### src/rtl/ecp_rx_pkg.sv
package ecp_rx_pkg;
  localparam int DATA_W = 8;
  localparam int CHAN_W = DATA_W - 1;

  typedef logic [DATA_W-1:0] byte_t;
  typedef logic [CHAN_W-1:0] chan_t;

  // top bit of a command byte separates channel selects from repeat counts
  function automatic logic is_chan_cmd(input byte_t b);
    return b[DATA_W-1];
  endfunction

  function automatic chan_t low_field(input byte_t b);
    return b[CHAN_W-1:0];
  endfunction
endpackage

### src/rtl/ecp_sync.sv
module ecp_sync #(
  parameter int W      = 1,
  parameter int STAGES = 2,
  parameter logic [W-1:0] RST_VAL = '0
) (
  input  logic         clk,
  input  logic         rst_n,
  input  logic [W-1:0] d,
  output logic [W-1:0] q
);
  logic [W-1:0] stage_q [STAGES];

  genvar g;
  generate
    for (g = 0; g < STAGES; g++) begin : g_stage
      always_ff @(posedge clk or negedge rst_n) begin
        if (!rst_n) stage_q[g] <= RST_VAL;
        else if (g == 0) stage_q[g] <= d;
        else stage_q[g] <= stage_q[(g == 0) ? 0 : g-1];
      end
    end
  endgenerate

  assign q = stage_q[STAGES-1];
endmodule

### src/rtl/ecp_strobe_edge.sv
module ecp_strobe_edge
  import ecp_rx_pkg::*;
(
  input  logic  clk,
  input  logic  rst_n,
  input  logic  s_strobe_n,
  input  logic  s_autofd_n,
  input  byte_t s_data,
  input  logic  engine_idle,
  output logic  busy,
  output logic  strobe_fall,
  output logic  byte_evt,
  output logic  byte_is_cmd,
  output byte_t byte_val
);
  logic strobe_q;
  logic busy_q;
  logic strobe_rise;

  always_ff @(posedge clk or negedge rst_n) begin
    if (!rst_n) strobe_q <= 1'b1;
    else        strobe_q <= s_strobe_n;
  end

  assign strobe_fall = strobe_q & ~s_strobe_n;
  assign strobe_rise = ~strobe_q & s_strobe_n;

  // byte is taken on the release edge of the synchronised strobe
  assign byte_evt    = strobe_rise;
  assign byte_is_cmd = ~s_autofd_n;
  assign byte_val    = s_data;

  always_ff @(posedge clk or negedge rst_n) begin
    if (!rst_n)
      busy_q <= 1'b0;
    else if (strobe_fall)
      busy_q <= 1'b1;
    else if (busy_q && s_strobe_n && !strobe_rise && engine_idle)
      busy_q <= 1'b0;
  end

  assign busy = busy_q;
endmodule

### src/rtl/ecp_rle_engine.sv
module ecp_rle_engine
  import ecp_rx_pkg::*;
(
  input  logic  clk,
  input  logic  rst_n,
  input  logic  byte_evt,
  input  logic  byte_is_cmd,
  input  byte_t byte_val,
  input  logic  out_ready,
  output logic  out_valid,
  output byte_t out_data,
  output chan_t out_chan,
  output logic  engine_idle,
  output logic  rep_pending
);
  chan_t cur_chan;
  chan_t rle_cnt;
  logic  rle_armed;
  chan_t rep_left;

  always_ff @(posedge clk or negedge rst_n) begin
    if (!rst_n) begin
      out_valid <= 1'b0;
      out_data  <= '0;
      out_chan  <= '0;
      cur_chan  <= '0;
      rle_cnt   <= '0;
      rle_armed <= 1'b0;
      rep_left  <= '0;
    end else begin
      if (out_valid && out_ready) begin
        if (rep_left != '0) rep_left <= rep_left - 1'b1;
        else                out_valid <= 1'b0;
      end
      if (byte_evt) begin
        if (byte_is_cmd) begin
          if (is_chan_cmd(byte_val)) begin
            cur_chan <= low_field(byte_val);
          end else begin
            rle_cnt   <= low_field(byte_val);
            rle_armed <= 1'b1;
          end
        end else begin
          out_valid <= 1'b1;
          out_data  <= byte_val;
          out_chan  <= cur_chan;
          rep_left  <= rle_armed ? rle_cnt : '0;
          rle_armed <= 1'b0;
        end
      end
    end
  end

  assign rep_pending = (rep_left != '0);
  assign engine_idle = ~out_valid;
endmodule

### src/rtl/ecp_fwd_rx.sv
module ecp_fwd_rx
  import ecp_rx_pkg::*;
(
  input  logic              clk,
  input  logic              rst_n,
  input  logic              host_strobe_n,
  input  logic              host_autofd_n,
  input  logic [DATA_W-1:0] host_data,
  output logic              periph_busy,
  output logic              out_valid,
  input  logic              out_ready,
  output logic [DATA_W-1:0] out_data,
  output logic [CHAN_W-1:0] out_chan
);
  localparam int SYNC_W = DATA_W + 2;

  logic [SYNC_W-1:0] raw_bus;
  logic [SYNC_W-1:0] sync_bus;
  logic  s_strobe_n;
  logic  s_autofd_n;
  byte_t s_data;

  logic  strobe_fall;
  logic  byte_evt;
  logic  byte_is_cmd;
  byte_t byte_val;
  logic  engine_idle;
  logic  rep_pending;

  assign raw_bus = {host_strobe_n, host_autofd_n, host_data};

  ecp_sync #(
    .W(SYNC_W), .STAGES(2), .RST_VAL({2'b11, {DATA_W{1'b0}}})
  ) u_sync (
    .clk(clk), .rst_n(rst_n), .d(raw_bus), .q(sync_bus)
  );

  assign s_strobe_n = sync_bus[SYNC_W-1];
  assign s_autofd_n = sync_bus[SYNC_W-2];
  assign s_data     = sync_bus[DATA_W-1:0];

  ecp_strobe_edge u_edge (
    .clk(clk), .rst_n(rst_n),
    .s_strobe_n(s_strobe_n), .s_autofd_n(s_autofd_n), .s_data(s_data),
    .engine_idle(engine_idle), .busy(periph_busy),
    .strobe_fall(strobe_fall), .byte_evt(byte_evt),
    .byte_is_cmd(byte_is_cmd), .byte_val(byte_val)
  );

  ecp_rle_engine u_eng (
    .clk(clk), .rst_n(rst_n),
    .byte_evt(byte_evt), .byte_is_cmd(byte_is_cmd), .byte_val(byte_val),
    .out_ready(out_ready), .out_valid(out_valid), .out_data(out_data),
    .out_chan(out_chan), .engine_idle(engine_idle), .rep_pending(rep_pending)
  );
endmodule

### config.mk
export PLATFORM = sky130hd
export DESIGN_NAME = ecp_fwd_rx
export DESIGN_NICKNAME = d
export VERILOG_FILES = /design/src/rtl/ecp_rx_pkg.sv /design/src/rtl/ecp_sync.sv /design/src/rtl/ecp_strobe_edge.sv /design/src/rtl/ecp_rle_engine.sv /design/src/rtl/ecp_fwd_rx.sv
export SDC_FILE = /design/constraint.sdc
export NUM_CORES = 1
export LEC_CHECK = 0
export ABC_AREA = 0
export BUFFER_PORTS_ARGS = -buffer_cell sky130_fd_sc_hd__buf_2
export CAP_MARGIN = 0
export CORE_MARGIN = 5
export CORE_UTILIZATION = 40
export DETAILED_ROUTE_END_ITERATION = 16
export RECOVER_POWER = 50
export SLEW_MARGIN = 25
export SYNTH_ARGS = -nofsm -noshare
export SYNTH_HDL_FRONTEND = slang
export SYNTH_SLANG_ARGS = --single-unit
### constraint.sdc
create_clock -name clk -period 4.4 [get_ports clk]
set_clock_uncertainty 0.2 [all_clocks]
set_input_delay 0.88 -clock clk [delete_from_list [all_inputs] [get_ports clk]]
set_output_delay 0.88 -clock clk [all_outputs]
set_load 0.005 [all_outputs]
; ---- After elaboration in Yosys (flattened, before gate mapping)
; Cells that the tools add are included.
[op_classes]
add_sub_neg = 1
eq_ne = 1
n_mux = 13
n_bitwise = 7
reduce_logical = 11
[ops]
columns = operator, count
row1 = two-way mux 7 bit, 5
row2 = two-way mux 1 bit, 8
row3 = nonzero test 7 bit, 1
row4 = "subtractor 7 x 1 -> 7 bit, second input constant", 1
row5 = AND reduction 3 bit, 2
row6 = NOT 1 bit, 5
row7 = logical AND 1 bit, 4
row8 = AND reduction 2 bit, 2
row9 = AND 1 bit, 2
row10 = "inequality test 2 x 1 -> 1 bit, second input constant", 1
row11 = nonzero test 2 bit, 1
row12 = zero test 1 bit, 1
[word_totals]
ff_bits = 60
input_bits = 13
out_inout_bits = 17

; ---- Depth between registers and ports, before layout
[logic_depth]
depth_word = 7
mapped_depth = 6

; ---- By module
; Synthesis repeated with hierarchy kept, for this count alone.
[unflattened]
cells_unflattened = 194
area_unflattened_um2 = 2361.0
[by_module_without_submodules]
columns = module, instances, cells_per_inst, area_each_um2
row1 = ecp_rle_engine, 1, 149, 1631.6
row2 = ecp_sync, 1, 30, 580.6
row3 = ecp_strobe_edge, 1, 15, 148.9

; ---- Worst setup path before layout
; Ideal clock, no wire load.
[synth_path]
path_kind = input to register
startpoint = input port out_ready
endpoint = register u_eng.rep_left[1]
arrival_time_ns = 1.539
slack_ns = 2.587
stages = 4
n_path_buf = 0
path_cell_list = nand2_1 > a21oi_2 > mux2_4 > o21ai_2
[synth_between]
elab_chain_len = 4
[synth_rtl]
columns = item, line
row1 = "start, declared", ecp_fwd_rx.sv:11  ; input logic out_ready,
row2 = logical AND 1 bit (*), ecp_rle_engine.sv:31  ; if (out_valid && out_ready) begin
row3 = two-way mux 7 bit (*), ecp_rle_engine.sv:31
row4 = two-way mux 7 bit, ecp_rle_engine.sv:36  ; if (byte_is_cmd) begin
row5 = two-way mux 7 bit (*), ecp_rle_engine.sv:35  ; if (byte_evt) begin
row6 = "end signal, assigned", ecp_rle_engine.sv:32  ; if (rep_left != '0) rep_left <= rep_left - 1'b1;
row7 = "end signal, assigned", ecp_rle_engine.sv:47  ; rep_left <= rle_armed ? rle_cnt : '0;
row8 = "end, declared", ecp_rle_engine.sv:19  ; chan_t rep_left;
; Every way passes the cells marked *; elsewhere a longest branch is shown, timed or not.
; A chain may end at the register's enable or synchronous reset.

; ---- Final worst setup path
[layout_path]
startpoint = register u_sync.stage_q (netlist bit u_sync.q[8])
endpoint = register u_eng.rep_left[4]
[layout_between]
elab_chain_len = 2
[layout_rtl]
columns = item, line
row1 = "start, declared", ecp_sync.sv:11  ; logic [W-1:0] stage_q [STAGES];
row2 = "start signal, assigned by index", ecp_sync.sv:19  ; else stage_q[g] <= stage_q[(g == 0) ? 0 : g-1];
row3 = two-way mux 7 bit, ecp_rle_engine.sv:36
row4 = two-way mux 7 bit, ecp_rle_engine.sv:35
; Every way passes these cells.

==> results.md <==
* Status: completed
* Fin crit share at 46.3%
* Hold-critical path depth at 0
* Average size of a mapped cell at 12.7 um2
* Final hold violations at 0
* Nets@finish at 225
* Layout cells sized above 1 at 31.6%
* RSZ-0062 raised after global routing: no
* Async SR Flop Fraction at 100%
* Commonest non-fill, non-tap cells in the layout: dfrtp_1, nand2_1, buf_2, mux2_2, clkbuf_8
* CP top delay family: flip-flops
* Ys Warns at 0
* Max Fclk at 491 MHz
* Setup violations, final at 0
* Die W at 84.3 um
* Final Max Tran Viols at 0
* Post-synthesis mux area share at 7.81%
* Max Cap Violations at 0
* Area delta synth->final at 18.2%
* RePlAce Congestion at 0.756
* Worst r2r dst: u_eng.rep_left[4]
* DRT antenna net count at 0
* PwrDens at 552 nW/um2
* Commonest non-fill, non-tap cell in the layout: dfrtp_1
* CTS tree: yes
* Register bit total from synthesis at 60
* Max stage delay cell, worst path: dfstp_2
* First-pass DRT Iterations at 4
* Grt ovf at 0
* Average wire per standard cell at 12.5 um
* Initial antenna violation count at 0
* Post-synthesis compound-gate area fraction at 3.17%
* Iteration-0 DRC Markers at 58
* Critical path endpoint category: flop
* Distinct cells, synth at 28
* DRC viols at 0
* R2R Setup Slk at 2360 ps
* Synth Cell Area at 2210 um2
* Post-synthesis sequential area ratio at 68.2%
* Vias at 1328
* Root buffer cell: clkbuf_8
* Largest family of logic cells by synthesized area: simple AND/OR/NAND/NOR gates
* Static Leakage at 1.24 nW
* Post-layout minimum cycle time at 2040 ps
* Startpoint type of the worst setup path: flop
* Clk slew on worst S/H paths at 60 ps
* Synth Area in Adders at 1.13%
* Post-CTS Setup Inserts at 0
* Starting density of the core at 40.6%
* Die Area at 7110 um2
* Hold/Removal Path Class: flop to flop
* Crit path buf inv count at 0
* Die Ht at 84.3 um
* Slew headroom at 44.9%
* Row cnt at 27
* Largest stage delay on the critical path at 590 ps
* CTS sink cnt at 60
* Hold_ws at 146 ps
* Required time worst endpoint at 4390 ps
* Ant. Diodes at 0
* Crit-path cells: nand3_1 > o21ai_1 > o21ai_0
* Min-Delay Endpoint: u_sync.q[5]
* Reg2Reg Depth at 3
* Main synth FF type: dfrtp_1
* Vias in the first global route at 1343
* Number of synthesized flops with an enable pin at 0
* Largest net degree at the start of global routing at 52
* Area share of and/or/nand/nor cells after synthesis at 15.7%
* CTS Buffer Depth at 2
* Worst skew pair latency at 320 ps
* Hold buffers post-CTS at 0
* Setup TNS at 0 ps
* Data arrival time of the critical path at 2030 ps
* Slew @ Worst Pin at 826 ps
* Gr usage total at 11.7%
* Crit Path Class: flop to flop
* Post-Syn Nets at 189
* DR vias/cell at 4.63
* Core area at 5440 um2
* Worst Path Max Fanout at 18
* First-pass GRT wire length at 6470 um
* Post-cts repair resize count at 0
* Min-delay src: u_sync.stage_q[15]
* HPWL after DPL at 2310 um
* Peak supply drop at 0.268 mV
* I/O Buffers at 29
* CTS buffer count at 9
* H-tree levels at 3
* Final WL at 3580 um
* Fillers at 517
* Xor and xnor area share after synthesis at 2.38%
* Ports at 30
* R2R Path Start: u_sync.q[8]
* Cells after Synth at 174
through the flow:
step / std cells / instance area (um2) / worst slack, ps / util, % / power [W]
after floorplan: 174 / 2210 / 2590 / - / 0.000920
after global placement: 271 / 2430 / 2290 / 44.7 / 0.00101
after detailed placement: 271 / 2430 / 2320 / 44.7 / 0.00102
after CTS: 287 / 2610 / 2300 / 48.0 / 0.00147
after global routing: 287 / 2610 / 2120 / 48.0 / 0.00154
final: 287 / 2610 / 2360 / 48.0 / 0.00144
registers in the layout (all words and copies together), names as in the netlist:
name / count
u_edge.busy: 1
u_edge.strobe_q: 1
u_eng.cur_chan: 7
u_eng.out_chan: 7
u_eng.out_data: 8
u_eng.out_valid: 1
u_eng.rep_left: 7
u_eng.rle_armed: 1
u_eng.rle_cnt: 7
u_sync.q: 10
u_sync.stage_q: 10
worst max path at each step:
stage | cells past startpoint | end | startpoint
CTS | 3 | u_eng.rep_left[4] | u_sync.q[8]
detailed placement | 3 | u_eng.rep_left[4] | u_sync.q[8]
global route | 3 | u_eng.rep_left[4] | u_sync.q[8]
floorplan | 4 | u_eng.rep_left[1] | out_ready
finish | 3 | u_eng.rep_left[4] | u_sync.q[8]
global placement | 2 | u_eng.rep_left[2] | rst_n
cells by family after synthesis:
logic type | count (synthesis)
XOR/XNOR | 6
multiplexers | 15
buffers and inverters | 8
AO/OA/AOI/OAI | 12
adder cells (fa/ha/maj) | 2
flip-flops | 60
AND/OR/NAND/NOR | 71
where the power goes:
part	internal (W)	total (W)	switching, W
Sequential	0.000659	0.000741	0.0000824
Clock	0.000250	0.000439	0.000189
Combinational	0.000136	0.000261	0.000125
synth_stat cells (2+ instances only):
master | instances | share of area, %
dfstp_2 | 5 | 5.9
dfrtp_1 | 55 | 62
nand2_1 | 50 | 8.5
mux2_2 | 14 | 7.1
inv_1 | 3 | 0.51
o21ai_0 | 7 | 1.6
buf_2 | 4 | 0.91
xnor2_1 | 4 | 1.6
nand3_1 | 10 | 2.3
o21ai_1 | 2 | 0.45
ha_1 | 2 | 1.1
xor2_1 | 2 | 0.79
final cells by class:
| class | count | area, um2 | area share [%] |
|---|---|---|---|
| Timing Repair Buffer | 30 | 155 | 5.94 |
| Clock inverter | 1 | 5.00 | 0.192 |
| Inverter | 3 | 11.3 | 0.431 |
| Multi-Input combinational cell | 106 | 667 | 25.5 |
| Clock buffer | 15 | 176 | 6.75 |
| Sequential cell | 60 | 1510 | 57.7 |
| Tap cell | 72 | 90.1 | 3.45 |
layer usage:
layer | global-route usage [%] | wire, um
met1 | 15.8 | 1780
met2 | 16.1 | 1550
met3 | 4.02 | 161
met5 | 0 | 0
met4 | 7.46 | 85
Note: power is estimated with default switching activity, not from simulation.
